==> src/rtl/rrs_pkg.sv <==
package rrs_pkg;
  // Buffer and lane count; must be a power of two so pointers wrap naturally.
  localparam int unsigned NUM_BUF = 4;
  localparam int unsigned IDX_W   = $clog2(NUM_BUF);

  typedef logic [IDX_W-1:0] bufIdx_t;

  // Strobes from control to datapath for one slot.
  typedef struct packed {
    logic                        slot;
    logic [NUM_BUF-1:0]          push;
    logic [NUM_BUF-1:0]          drop;
    bufIdx_t [NUM_BUF-1:0]       srcLane;
    logic                        pop;
    logic                        bypass;
    bufIdx_t                     bypassLane;
    bufIdx_t                     rdSel;
  } ctrlStrobe_t;
endpackage

==> src/rtl/rrs_fifo.sv <==
module rrs_fifo #(
  parameter int unsigned WIDTH = 8,
  parameter int unsigned DEPTH = 4
) (
  input  logic             clk,
  input  logic             rstN,
  input  logic             push,
  input  logic             pop,
  input  logic [WIDTH-1:0] din,
  output logic [WIDTH-1:0] head,
  output logic             empty,
  output logic             full
);
  localparam int unsigned PTR_W = (DEPTH > 1) ? $clog2(DEPTH) : 1;
  localparam int unsigned CNT_W = $clog2(DEPTH + 1);

  logic [WIDTH-1:0] mem [DEPTH];
  logic [PTR_W-1:0] wrIdx, rdIdx;
  logic [CNT_W-1:0] count;

  assign empty = (count == '0);
  assign full  = (count == CNT_W'(DEPTH));
  assign head  = mem[rdIdx];

  always_ff @(posedge clk) begin
    if (!rstN) begin
      wrIdx <= '0;
      rdIdx <= '0;
      count <= '0;
    end else begin
      if (push) begin
        mem[wrIdx] <= din;
        wrIdx <= (wrIdx == PTR_W'(DEPTH - 1)) ? '0 : wrIdx + PTR_W'(1);
      end
      if (pop) begin
        rdIdx <= (rdIdx == PTR_W'(DEPTH - 1)) ? '0 : rdIdx + PTR_W'(1);
      end
      if (push && !pop)      count <= count + CNT_W'(1);
      else if (pop && !push) count <= count - CNT_W'(1);
    end
  end
endmodule

==> src/rtl/rrs_ctrl.sv <==
module rrs_ctrl
  import rrs_pkg::*;
(
  input  logic               clk,
  input  logic               rstN,
  input  logic               slotStb,
  input  logic [NUM_BUF-1:0] laneValid,
  input  logic [NUM_BUF-1:0] bufEmpty,
  input  logic [NUM_BUF-1:0] bufFull,
  output ctrlStrobe_t        strb
);
  bufIdx_t wrPtr, rdPtr;
  logic [NUM_BUF-1:0] hit;
  logic rdEmpty;

  always_comb begin
    strb       = '0;
    strb.slot  = slotStb;
    strb.rdSel = rdPtr;
    rdEmpty    = bufEmpty[rdPtr];
    hit        = '0;
    for (int b = 0; b < NUM_BUF; b++) begin
      bufIdx_t laneIdx;
      laneIdx        = bufIdx_t'(b) - wrPtr;
      strb.srcLane[b] = laneIdx;
      hit[b]         = laneValid[laneIdx];
    end
    strb.bypass     = slotStb && rdEmpty && hit[rdPtr];
    strb.bypassLane = rdPtr - wrPtr;
    strb.pop        = slotStb && !rdEmpty;
    for (int b = 0; b < NUM_BUF; b++) begin
      strb.push[b] = slotStb && hit[b] && !bufFull[b] &&
                     !(strb.bypass && (bufIdx_t'(b) == rdPtr));
      strb.drop[b] = slotStb && hit[b] && bufFull[b];
    end
  end

  always_ff @(posedge clk) begin
    if (!rstN) begin
      wrPtr <= bufIdx_t'(1);
      rdPtr <= bufIdx_t'(1);
    end else if (slotStb) begin
      wrPtr <= wrPtr + bufIdx_t'($countones(laneValid));
      if (strb.pop || strb.bypass) rdPtr <= rdPtr + bufIdx_t'(1);
    end
  end
endmodule

==> src/rtl/rrs_dp.sv <==
module rrs_dp
  import rrs_pkg::*;
#(
  parameter int unsigned WIDTH = 8,
  parameter int unsigned DEPTH = 4
) (
  input  logic                            clk,
  input  logic                            rstN,
  input  ctrlStrobe_t                     strb,
  input  logic [NUM_BUF-1:0][WIDTH-1:0]   laneData,
  output logic [NUM_BUF-1:0]              bufEmpty,
  output logic [NUM_BUF-1:0]              bufFull,
  output logic                            cellValid,
  output logic [WIDTH-1:0]                cellData,
  output logic [NUM_BUF-1:0]              overflow
);
  logic [NUM_BUF-1:0][WIDTH-1:0] headData;

  for (genvar b = 0; b < NUM_BUF; b++) begin : g_buf
    rrs_fifo #(.WIDTH(WIDTH), .DEPTH(DEPTH)) u_fifo (
      .clk   (clk),
      .rstN  (rstN),
      .push  (strb.push[b]),
      .pop   (strb.pop && (strb.rdSel == bufIdx_t'(b))),
      .din   (laneData[strb.srcLane[b]]),
      .head  (headData[b]),
      .empty (bufEmpty[b]),
      .full  (bufFull[b])
    );
  end

  always_ff @(posedge clk) begin
    if (!rstN) begin
      cellValid <= 1'b0;
      cellData  <= '0;
      overflow  <= '0;
    end else if (strb.slot) begin
      overflow  <= overflow | strb.drop;
      cellValid <= strb.pop || strb.bypass;
      if (strb.bypass)   cellData <= laneData[strb.bypassLane];
      else if (strb.pop) cellData <= headData[strb.rdSel];
    end
  end
endmodule

==> src/rtl/rr_spread_buf.sv <==
module rr_spread_buf
  import rrs_pkg::*;
#(
  parameter int unsigned WIDTH = 8,
  parameter int unsigned DEPTH = 4
) (
  input  logic                     clk,
  input  logic                     rstN,
  input  logic                     slotStb,
  input  logic [NUM_BUF-1:0]       laneValid,
  input  logic [NUM_BUF*WIDTH-1:0] laneData,
  output logic                     cellValid,
  output logic [WIDTH-1:0]         cellData,
  output logic [NUM_BUF-1:0]       overflow
);
  ctrlStrobe_t strb;
  logic [NUM_BUF-1:0] bufEmpty, bufFull;
  logic [NUM_BUF-1:0][WIDTH-1:0] laneArr;

  assign laneArr = laneData;

  rrs_ctrl u_ctrl (
    .clk(clk), .rstN(rstN), .slotStb(slotStb), .laneValid(laneValid),
    .bufEmpty(bufEmpty), .bufFull(bufFull), .strb(strb)
  );

  rrs_dp #(.WIDTH(WIDTH), .DEPTH(DEPTH)) u_dp (
    .clk(clk), .rstN(rstN), .strb(strb), .laneData(laneArr),
    .bufEmpty(bufEmpty), .bufFull(bufFull),
    .cellValid(cellValid), .cellData(cellData), .overflow(overflow)
  );
endmodule

==> config.mk <==
export PLATFORM = sky130hd
export DESIGN_NAME = rr_spread_buf
export DESIGN_NICKNAME = d
export VERILOG_FILES = /design/src/rtl/rrs_pkg.sv /design/src/rtl/rrs_fifo.sv /design/src/rtl/rrs_ctrl.sv /design/src/rtl/rrs_dp.sv /design/src/rtl/rr_spread_buf.sv
export SDC_FILE = /design/constraint.sdc
export NUM_CORES = 1
export LEC_CHECK = 0
export ABC_AREA = 1
export BUFFER_PORTS_ARGS = -buffer_cell sky130_fd_sc_hd__buf_2
export CAP_MARGIN = 25
export CORE_UTILIZATION = 53
export CTS_CLUSTER_DIAMETER = 150
export CTS_CLUSTER_SIZE = 40
export DETAILED_ROUTE_END_ITERATION = 8
export PLACE_DENSITY = 0.71
export SYNTH_ARGS = -nofsm -noshare
export SYNTH_HDL_FRONTEND = slang
export SYNTH_HIERARCHICAL = 1
export SYNTH_SLANG_ARGS = --single-unit
==> constraint.sdc <==
create_clock -name clk -period 4.21 [get_ports clk]
set_input_delay 0.6315 -clock clk [delete_from_list [all_inputs] [get_ports clk]]
set_output_delay 0.6315 -clock clk [all_outputs]
set_load 0.02 [all_outputs]
==> flow_summary.toml <==
[status]
status = "completed"

[place]
dp_cells = 1306
io_buffers = 51
dp_hpwl_microns = 16560
gp_congestion = 0.8839

[setup_path]
required_ns = 4.54
reg2reg_slack_ns = 1.25
max_stage_delay_ns = 0.78
crit_path_frequent_cell = "nand2_1"
crit_start = "u_ctrl/rdPtr[1]"
r2r-start = "u_ctrl/rdPtr[1]"
start_kind = "flop"
cp_max_fo = 18
cp_slowest_cell = "dfxtp_1"
reg2reg_depth = 14
path_cells = "inv_1 -> nand3_1 -> nand2_1 -> nor2_1 -> nand2_1 -> inv_2 -> nand2_1 -> nand2_1 -> inv_1 -> ha_1 -> inv_1 -> fa_1 -> o21ai_0 -> nor2_1"
r2r_end = "u_dp/g_buf[0].u_fifo/count[1]"
worstSetupPathType = "reg2reg"
endpoint = "u_dp/g_buf[0].u_fifo/count[1]"
worstPathArrival_ns = 3.29
worstSetupEndpointType = "flop"

[global_route]
grt_max_degree = 33
gr-total-overflow = 0
antenna_found_initial = 0
grt_use_met1_pct = 37.32
globalRouteMet2Util_pct = 40.55
top_usage_layer = "met2"
gr-usage-all-layers_pct = 26.87
grt_pass1_wl_microns = 36430
gr-usage-met3_pct = 5.706
first_global_vias = 6762

[sta]
max_freq_mhz = 337.6
tightest_slew_ns = 0.9207
hold_viol = 0
rsz0062_at_grt = "false"
fin_setup_tns_ns = 0
fin_crit_sh_pct = 70.37
period_needed_ns = 2.962
setup_viol = 0
skew_ns = 0.007103
drv_slew = 0
slew_headroom_pct = 38.39

[logic_synthesis]
synth_nets = 1138
syn-cell-area_sq_um = 9363
ys.flop_type = "edfxtp_1"
yosysWarningCount = 6
synthesis.instances = 1064
yosys.area.top_type_share_pct = 41.05
synthTopCellsByArea = "edfxtp_1 (41%), dfxtp_1 (11%), nand2_1 (7.3%)"
ys_seq_elements = 181
synth_largest_area_cell = "edfxtp_1"
synthTopCellsByCount = "nand2_1 (183), nor2_1 (143), edfxtp_1 (128), o21ai_0 (109), inv_1 (106)"
async_flop_share_pct = 0
avgSynthCellArea_sq_um = 8.800
synth-edff-count = 128
ys_seq_area_share_pct = 52.39
yosysMostFrequentCell = "nand2_1"
synth.distinct_cells = 35

[route]
drc = 0
via_per_inst = 5.675
routed_wl_microns = 23630
dr.pass1.iters = 6
post_drt_wl_per_cell_microns = 17.66
vias = 7593
ant_nets = 0
drtIter0Drc = 848

[final_layout]
drive_gt1_share_pct = 11.86
fillers = 1519
ff_latch_area_sq_um = 4905
syn2layout_area_growth_pct = 8.994
multi_input_area_sq_um = 3716
diodes = 0
final_cells = 1338
fin_nets = 1174

[floorplanning]
num_rows = 48
ios = 52
die_width_microns = 134.9
die_h_microns = 134.9
start_util_pct = 54.13
core_sq_um = 17300
dieArea_sq_um = 18200

[clock_tree]
numCtsBuffers = 17
cts_resized = 0
cts_root_buffer = "clkbuf_16"
clkLatencyLatePin_ns = 0.43
cts_setup_buffers = 0
clkSinkCount = 181
path_clk_slew_ns = 0.07
htree_levels = 4
holdBufCountCts = 0
clk_path_buf_depth = 2
cts_tree = "yes"

[power]
ir_worst_vdd_mv = 0.3778
p_leak_nw = 4.134
p_per_area_nw_per_um2 = 582.1

[job]
maxCapViolations = 0

[worst_hold_path]
min-delay-start = "u_dp/cellData[7]"
hp-class = "reg2reg"
==> critical path: cells and delay by family (launching register included) <==
| family | cells | cell delay, ns |
|---|---|---|
| compound gates | 1 | 0.16 |
| fa+ha+maj | 2 | 0.65 |
| buf+inv | 4 | 0.67 |
| flops | 1 | 0.78 |
| simple gates | 7 | 0.60 |
==> sequential cells by signal (all words and copies together), names as in the netlist, named ones only <==
signal / flops
u_dp/g_buf.u_fifo/mem: 128
u_dp/g_buf.u_fifo/count: 12
u_dp/cellData: 8
u_dp/g_buf.u_fifo/rdIdx: 8
u_dp/g_buf.u_fifo/wrIdx: 8
u_dp/overflow: 4
u_ctrl/rdPtr: 2
u_ctrl/wrPtr: 2
u_dp/cellValid: 1
==> metrics by stage <==
step / instance area [sq um] / worst slack, ns / utilization, % / hold WS [ns] / total power, mW
floorplan: 9363 / 1.803 / - / 0.4897 / 3.938
global placement: 9646 / 1.323 / 55.77 / 0.4504 / 4.386
finish: 10200 / 1.248 / 59.00 / 0.4603 / 5.940
CTS: 10200 / 1.270 / 59.00 / 0.4642 / 5.922
detailed placement: 9646 / 1.265 / 55.77 / 0.4536 / 4.417
global route: 10200 / 0.9481 / 59.00 / 0.4807 / 6.301
==> metal layers <==
metal  wire [microns]  up-vias
met5                0        -
li1                 -     3682
met1            10310     3516
met2            10720      335
met4              827        0
met3             1770       60
==> placed cells by master (no fill, tap or decap) <==
cell        Yosys  routed
xor2_1          5       5
nor2_1        143     143
clkinv_1        1       1
nand2_1       183     183
inv_1         106     106
inv_6           1       3
nor2_2          8       8
inv_4           1       5
nor3_1         16      16
buf_2           4      51
clkbuf_16       0      18
o211ai_1        1       1
inv_2           8       8
nand3_1        53      53
a21oi_4         1       1
clkbuf_1       14       2
nand2_2        15      15
clkbuf_8        0       1
buf_4           6       4
dfxtp_1        53      53
o21ai_2         8       8
ha_1           29      29
o21ai_1         8       8
o22ai_1        44      44
a21oi_1        88      88
clkinv_4        0       3
inv_8           1       2
nand3_2         4       4
clkinvlp_4      0       1
fa_1            6       6
xnor2_1         1       1
o21a_1          1       1
nand4_1         4       4
edfxtp_1      128     128
o21ai_0       109     109
==> worst min path at each step <==
stage,to,slack [ns],cells past startpoint
after floorplan,u_dp/g_buf[0].u_fifo/wrIdx[1],0.49,2
after global placement,u_dp/overflow[3],0.45,2
after detailed placement,u_dp/cellData[7],0.45,2
after CTS,u_dp/cellData[7],0.46,2
after global routing,u_dp/cellData[3],0.48,2
final,u_dp/cellData[7],0.46,2
==> area by class of cell <==
cell class                 instances  area share [%]
clock inverter                    11          0.8583
sequential                       181           48.06
timing repair buffer              55           2.795
inverter                         118           4.487
multi-input combinational        727           36.41
tap                              225           2.759
clock buffer                      21           4.622
==> power by group <==
group          switching, mW  leakage (nW)  internal [mW]  total (mW)
sequential             0.195          1.59           2.16        2.36
clock                  0.688         0.277          0.817        1.51
combinational           1.43          2.27          0.652        2.08
total                   2.31          4.13           3.63        5.94
==> logic make-up after synthesis <==
| family | synth area share, % |
|---|---|
| AOI/OAI and AO/OA | 14.98 |
| xor gates and xnor gates | 0.5613 |
| adders and majority gates | 5.158 |
| buffers and inverters | 7.925 |
| DFF | 52.39 |
| and+or+nand+nor | 18.99 |
Note: power is estimated with default switching activity, not from simulation.
